### src/rtl/intv_timer_pkg.sv
package intv_timer_pkg;
  typedef enum logic [1:0] {
    ST_IDLE  = 2'd0,
    ST_ARMED = 2'd1,
    ST_RUN   = 2'd2,
    ST_DONE  = 2'd3
  } tmr_state_e;

  localparam int unsigned MIN_RELOAD = 2;
endpackage

### src/rtl/intv_tick_sel.sv
module intv_tick_sel #(
  parameter  int unsigned N_SRC = 4,
  localparam int unsigned SEL_W = (N_SRC > 1) ? $clog2(N_SRC) : 1
) (
  input  logic [N_SRC-1:0] tick_i,
  input  logic [SEL_W-1:0] sel_i,
  output logic             tick_o
);
  logic [N_SRC-1:0] hit;

  for (genvar g = 0; g < N_SRC; g++) begin : g_src
    assign hit[g] = tick_i[g] & (sel_i == SEL_W'(g));
  end

  assign tick_o = |hit;
endmodule

### src/rtl/intv_prescale.sv
module intv_prescale #(
  parameter int unsigned W       = 8,
  parameter int unsigned DEF_SUB = 1
) (
  input  logic         clk_i,
  input  logic         rst_ni,
  input  logic         run_i,
  input  logic         restart_i,
  input  logic         tick_i,
  input  logic [W-1:0] sub_i,
  output logic         ovf_o
);
  logic [W-1:0] sub_q;
  logic [W-1:0] lim;

  assign lim   = (sub_i == '0) ? W'(DEF_SUB) : sub_i;
  // >= keeps the wrap alive if the limit is lowered mid-count
  assign ovf_o = run_i & tick_i & (sub_q >= lim);

  always_ff @(posedge clk_i or negedge rst_ni) begin
    if (!rst_ni)                 sub_q <= W'(1);
    else if (restart_i || !run_i) sub_q <= W'(1);
    else if (ovf_o)              sub_q <= W'(1);
    else if (tick_i)             sub_q <= sub_q + W'(1);
  end
endmodule

### src/rtl/intv_ctrl.sv
module intv_ctrl
  import intv_timer_pkg::*;
#(
  parameter int unsigned W = 8
) (
  input  logic         clk_i,
  input  logic         rst_ni,
  input  logic         en_i,
  input  logic         periodic_i,
  input  logic         irq_en_i,
  input  logic         alarm_mode_i,
  input  logic         alarm_i,
  input  logic         stat_clr_i,
  input  logic [W-1:0] reload_i,
  input  logic         ovf_i,
  output logic         run_o,
  output logic         restart_o,
  output logic         expire_o,
  output logic         stat_o,
  output logic         irq_low_o,
  output logic [W-1:0] count_o
);
  tmr_state_e   state_q, state_d;
  logic [W-1:0] cnt_q, cnt_d;
  logic         stat_q, stat_d;
  logic         irq_q, irq_d;
  logic         en_q;
  logic         en_rise, reload_ok, clr_hit, expire, load;

  assign en_rise   = en_i & ~en_q;
  assign reload_ok = reload_i >= W'(MIN_RELOAD);
  assign clr_hit   = stat_clr_i & stat_q;
  assign run_o     = (state_q == ST_RUN);
  assign expire    = run_o & ovf_i & (cnt_q == W'(1));

  always_comb begin
    state_d = state_q;
    cnt_d   = cnt_q;
    stat_d  = stat_q;
    irq_d   = irq_q;
    load    = 1'b0;
    if (clr_hit) begin
      stat_d = 1'b0;
      irq_d  = 1'b0;
    end
    if (!en_i) begin
      state_d = ST_IDLE;
      irq_d   = 1'b0;
    end else if (en_rise) begin
      cnt_d = reload_i;
      if (alarm_mode_i) state_d = ST_ARMED;
      else if (reload_ok) begin
        state_d = ST_RUN;
        load    = 1'b1;
      end else state_d = ST_IDLE;
    end else begin
      unique case (state_q)
        ST_ARMED: begin
          if (alarm_i && reload_ok) begin
            state_d = ST_RUN;
            cnt_d   = reload_i;
            load    = 1'b1;
          end
        end
        ST_RUN: begin
          if (expire) begin
            // expiry outranks a same-cycle clear
            stat_d = 1'b1;
            irq_d  = irq_en_i;
            if (periodic_i) begin
              cnt_d = reload_i;
              if (!reload_ok) state_d = ST_IDLE;
            end else begin
              cnt_d   = '0;
              state_d = alarm_mode_i ? ST_ARMED : ST_DONE;
            end
          end else if (clr_hit) begin
            cnt_d = reload_i;
            load  = 1'b1;
            if (!reload_ok) state_d = ST_IDLE;
          end else if (ovf_i) begin
            cnt_d = cnt_q - W'(1);
            irq_d = 1'b0;
          end
        end
        ST_DONE: begin
          if (clr_hit) begin
            if (alarm_mode_i) state_d = ST_ARMED;
            else if (reload_ok) begin
              state_d = ST_RUN;
              cnt_d   = reload_i;
              load    = 1'b1;
            end else state_d = ST_IDLE;
          end
        end
        default: ;
      endcase
    end
  end

  always_ff @(posedge clk_i or negedge rst_ni) begin
    if (!rst_ni) begin
      state_q <= ST_IDLE;
      cnt_q   <= '0;
      stat_q  <= 1'b0;
      irq_q   <= 1'b0;
      en_q    <= 1'b0;
    end else begin
      state_q <= state_d;
      cnt_q   <= cnt_d;
      stat_q  <= stat_d;
      irq_q   <= irq_d;
      en_q    <= en_i;
    end
  end

  assign restart_o = load;
  assign expire_o  = expire;
  assign stat_o    = stat_q;
  assign irq_low_o = irq_q;
  assign count_o   = cnt_q;
endmodule

### src/rtl/intv_timer.sv
module intv_timer #(
  parameter  int unsigned CNT_W   = 8,
  parameter  int unsigned N_SRC   = 4,
  parameter  int unsigned DEF_SUB = 1,
  localparam int unsigned SEL_W   = (N_SRC > 1) ? $clog2(N_SRC) : 1
) (
  input  logic             clk_i,
  input  logic             rst_ni,
  input  logic [N_SRC-1:0] tick_i,
  input  logic [SEL_W-1:0] src_sel_i,
  input  logic [CNT_W-1:0] reload_i,
  input  logic [CNT_W-1:0] subcnt_i,
  input  logic             en_i,
  input  logic             periodic_i,
  input  logic             irq_en_i,
  input  logic             alarm_mode_i,
  input  logic             alarm_i,
  input  logic             stat_clr_i,
  output logic             stat_o,
  output logic             irq_no,
  output logic [CNT_W-1:0] count_o
);
  logic tick, run, restart, ovf, expire, irq_low;

  intv_tick_sel #(.N_SRC(N_SRC)) i_tick_sel (
    .tick_i (tick_i),
    .sel_i  (src_sel_i),
    .tick_o (tick)
  );

  intv_prescale #(.W(CNT_W), .DEF_SUB(DEF_SUB)) i_prescale (
    .clk_i     (clk_i),
    .rst_ni    (rst_ni),
    .run_i     (run),
    .restart_i (restart),
    .tick_i    (tick),
    .sub_i     (subcnt_i),
    .ovf_o     (ovf)
  );

  intv_ctrl #(.W(CNT_W)) i_ctrl (
    .clk_i        (clk_i),
    .rst_ni       (rst_ni),
    .en_i         (en_i),
    .periodic_i   (periodic_i),
    .irq_en_i     (irq_en_i),
    .alarm_mode_i (alarm_mode_i),
    .alarm_i      (alarm_i),
    .stat_clr_i   (stat_clr_i),
    .reload_i     (reload_i),
    .ovf_i        (ovf),
    .run_o        (run),
    .restart_o    (restart),
    .expire_o     (expire),
    .stat_o       (stat_o),
    .irq_low_o    (irq_low),
    .count_o      (count_o)
  );

  assign irq_no = ~irq_low;
endmodule

### config.mk
export PLATFORM = sky130hd
export DESIGN_NAME = intv_timer
export DESIGN_NICKNAME = d
export VERILOG_FILES = /design/src/rtl/intv_timer_pkg.sv /design/src/rtl/intv_tick_sel.sv /design/src/rtl/intv_prescale.sv /design/src/rtl/intv_ctrl.sv /design/src/rtl/intv_timer.sv
export SDC_FILE = /design/constraint.sdc
export NUM_CORES = 1
export LEC_CHECK = 0
export ABC_AREA = 1
export BUFFER_PORTS_ARGS = -buffer_cell sky130_fd_sc_hd__buf_2
export CORE_MARGIN = 3
export CORE_UTILIZATION = 55
export CTS_BUF_LIST = sky130_fd_sc_hd__clkbuf_4 sky130_fd_sc_hd__clkbuf_8
export DETAILED_ROUTE_END_ITERATION = 12
export PLACE_DENSITY = 0.8
export SLEW_MARGIN = 20
export SYNTH_ARGS = -nofsm -noshare
export SYNTH_HDL_FRONTEND = slang
export SYNTH_SLANG_ARGS = --single-unit
### constraint.sdc
create_clock -name clk_i -period 4.9 [get_ports clk_i]
set_clock_uncertainty 0.05 [all_clocks]
set_input_delay 0.98 -clock clk_i [delete_from_list [all_inputs] [get_ports clk_i]]
set_output_delay 0.98 -clock clk_i [all_outputs]
set_load 0.05 [all_outputs]
==> insert_results.sql <==
INSERT INTO impl_metrics (metric_group, metric, value, unit) VALUES
('yosys', 'synth.cell_area', '1920', 'sq um'),
('floorplan', 'floorplan.die_area', '4230', 'sq um'),
('detailed_routing', 'detail_route.iter0.violations', '103', ''),
('outcome', 'status', 'finished, final reports clean', ''),
('worst_setup_path', 'path_class', 'input pin to flip-flop', ''),
('layout', 'antenna_cells_inserted', '0', ''),
('power_and_ir_drop', 'p_leak', '1.14', 'nW'),
('yosys', 'mappedNetlistNets', '331', ''),
('timing', 'timing.final.setup_violations', '0', ''),
('place', 'placedInstanceArea', '2140', 'sq um'),
('power_and_ir_drop', 'fin_total_pwr', '747', 'uW'),
('timing', 'timing_max_transition_violations_final', '0', ''),
('cts', 'cts_tree', 'built', ''),
('detailed_routing', 'drt-total-wl', '4.38', 'mm'),
('worst_setup_path', 'critical_path.startpoint_type', 'input pin', ''),
('yosys', 'most_common_cell_in_the_synthesized_netlist', 'sky130_fd_sc_hd__nand2_1', ''),
('layout', 'multi_input_comb_area', '1170', 'sq um'),
('power_and_ir_drop', 'power_density_over_the_cells', '344', 'nW/um^2'),
('place', 'post-dp-hpwl', '3.36', 'mm'),
('yosys', 'synth_cells', '290', ''),
('layout', 'final_area', '2170', 'sq um'),
('timing', 'timing.slew.headroom', '0.657', ''),
('floorplan', 'placementRows', '20', ''),
('cts', 'tritoncts.num_buffers', '3', ''),
('timing', 'finalCriticalPeriod', '2.86', 'ns'),
('floorplan', 'floorplan.die.height', '65.0', 'microns'),
('worst_setup_path', 'setup.worst_path.end_class', 'flip-flop', ''),
('yosys', 'synth_top_cell_by_area', 'sky130_fd_sc_hd__dfrtp_1', ''),
('yosys', 'post_synth_xor_area_fraction', '0.00457', ''),
('timing', 'grt_setup_unrepaired', 'no', ''),
('job', 'cap_violations', '0', ''),
('cts', 'cts.reportedPaths.clkPinSlew', '0.14', 'ns'),
('layout', 'synthToLayoutAreaGrowth', '13.2', '%'),
('timing', 'hold_viol', '0', ''),
('layout', 'final_nets', '371', ''),
('timing', 'period_share', '0.584', ''),
('cts', 'post_cts_resize_count', '0', ''),
('yosys', 'synth_top_family_by_area', 'simple AND/OR/NAND/NOR gates', ''),
('detailed_routing', 'pre_antenna_drt_iters', '4', ''),
('grt', 'global_route.overflow_total', '0', ''),
('cts', 'cts_hold_buf', '0', ''),
('grt', 'antenna_found_initial', '0', ''),
('yosys', 'post_synth_most_frequent_cells', '73 x sky130_fd_sc_hd__nand2_1, 46 x sky130_fd_sc_hd__inv_1, 27 x sky130_fd_sc_hd__nor2_1', ''),
('detailed_routing', 'wl_per_cell', '11.7', 'microns'),
('timing', 'finalSetupTns', '0', 'ns'),
('cts', 'post_cts.repair.setup_buffers', '0', ''),
('detailed_routing', 'dr_drc_count', '0', ''),
('layout', 'area.sequential', '527', 'sq um'),
('worst_setup_path', 'critPathRequiredTime', '5.05', 'ns'),
('grt', 'grt_first_pass_wirelength', '7.31', 'mm'),
('worst_setup_path', 'critical_path_peak_fanout', '15', ''),
('yosys', 'ys_seq_area_frac', '0.275', ''),
('power_and_ir_drop', 'worst_ir_drop_vdd', '0.262', 'mV'),
('layout', 'drive_above_1_share', '0.210', ''),
('timing', 'holdWs', '0.519', 'ns'),
('yosys', 'synth.distinct_cells', '33', ''),
('grt', 'grt_use_total', '0.219', ''),
('cts', 'cts.path.max_buffers', '2', ''),
('timing', 'max_freq', '0.350', 'GHz'),
('yosys', 'share_of_synthesized_registers_carrying_an_async_set_or_reset', '1.00', ''),
('yosys', 'post_synthesis_compound_gate_area_fraction', '0.159', ''),
('layout', 'fill_cells', '306', ''),
('detailed_routing', 'post_drt_via_cell_ratio', '5.22', ''),
('floorplan', 'floorplan_core_area', '3180', 'sq um'),
('yosys', 'synth.top_cells.by_area', 'sky130_fd_sc_hd__dfrtp_1 26%, sky130_fd_sc_hd__nand2_1 14%, sky130_fd_sc_hd__inv_1 9.0%, sky130_fd_sc_hd__ha_1 7.2%, sky130_fd_sc_hd__nand3_1 6.3%', ''),
('cts', 'cts-htree-levels', '1', ''),
('yosys', 'syn-mean-instance-area', '6.61', 'sq um'),
('yosys', 'post_synth_and_or_nand_nor_area_fraction', '0.376', ''),
('cts', 'worstSkewPairLatency', '0.31', 'ns'),
('floorplan', 'boundary_pin_count', '40', ''),
('grt', 'grt_start_max_net_pins', '22', '');
critical path: stages:
cell and delay, ns:
sky130_fd_sc_hd__buf_2 0.10, sky130_fd_sc_hd__nor4_1 0.25, sky130_fd_sc_hd__a41o_1 0.20, sky130_fd_sc_hd__ha_1 0.22
sky130_fd_sc_hd__nand2_1 0.06, sky130_fd_sc_hd__nor2_1 0.04, sky130_fd_sc_hd__nor2_1 0.08, sky130_fd_sc_hd__nand2_1 0.06
sky130_fd_sc_hd__nand2_1 0.05, sky130_fd_sc_hd__nand2_1 0.10, sky130_fd_sc_hd__nand3_2 0.27, sky130_fd_sc_hd__inv_1 0.12
sky130_fd_sc_hd__nand2_1 0.08, sky130_fd_sc_hd__nand2_1 0.18, sky130_fd_sc_hd__nand2_1 0.15, sky130_fd_sc_hd__a31oi_2 0.08
cell families (layout without fill, tap and decap cells):
logic type      count (synthesis)  after routing
simple gates                  155            155
buf+inv                        55             94
flops                          21             21
compound gates                 47             47
xor+xnor                        1              1
fa+ha+maj                      11             11
area by class of cell:
cell class,instances,share of cell area
repair buffers,39,0.0900
clock buffers,3,0.0104
multi-input cells,214,0.541
clock inverters,1,0.00231
well taps,44,0.0254
flip-flops and latches,21,0.243
inverters,51,0.0883
report_power, final:
part | internal [mW] | switching [mW]
Sequential | 0.209 | 0.0478
Clock | 0.0305 | 0.0588
Combinational | 0.125 | 0.276
Total | 0.365 | 0.382
cell usage in the layout (no fill, tap or decap), types with 5 or more instances in the layout:
cell type,Yosys,final
sky130_fd_sc_hd__nand2_1,73,73
sky130_fd_sc_hd__inv_1,46,46
sky130_fd_sc_hd__buf_2,2,39
sky130_fd_sc_hd__nor2_1,27,27
sky130_fd_sc_hd__nand3_1,24,24
sky130_fd_sc_hd__dfrtp_1,20,20
sky130_fd_sc_hd__o21ai_0,18,18
sky130_fd_sc_hd__a21oi_1,12,12
sky130_fd_sc_hd__ha_1,11,11
sky130_fd_sc_hd__nand3b_1,7,7
sky130_fd_sc_hd__nor2_2,6,6
sky130_fd_sc_hd__a31oi_2,6,6
sky130_fd_sc_hd__inv_2,5,5
sky130_fd_sc_hd__nor3_1,5,5
layer usage:
layer	track usage	share of wire
met1	0.295	0.48
met4	0.0492	0.0048
met3	0.0277	0.059
met5	0	0
met2	0.374	0.45
worst paths after layout:
check,startpoint,end,slack (ns),cells after the start
max in group asynchronous,rst_ni,i_prescale.sub_q[0],3.86,1
setup reg to reg,i_prescale.sub_q[0],i_ctrl.count_o[2],2.48,14
setup / recovery,subcnt_i[6],i_ctrl.count_o[2],2.04,16
hold / removal,i_ctrl.count_o[7],i_ctrl.count_o[7],0.52,2
min in group asynchronous,rst_ni,i_ctrl.stat_o,0.57,1
hold reg to reg,i_ctrl.count_o[7],i_ctrl.count_o[7],0.52,2
sequential cells by signal, summed over array words and instances (netlist names):
| name | flops |
|---|---|
| i_ctrl.state_q | 2 |
| i_ctrl.stat_o | 1 |
| i_ctrl.irq_low_o | 1 |
| i_prescale.sub_q | 8 |
| i_ctrl.en_q | 1 |
| i_ctrl.count_o | 8 |
per-stage QoR:
step           instances  setup WS [ns]
2_1_floorplan        290           2.18
3_3_place_gp         369           1.78
3_5_place_dp         369           1.70
4_1_cts              373           2.04
5_1_grt              373           1.67
6_report             373           2.04
Power figures use the tool's default switching activity.
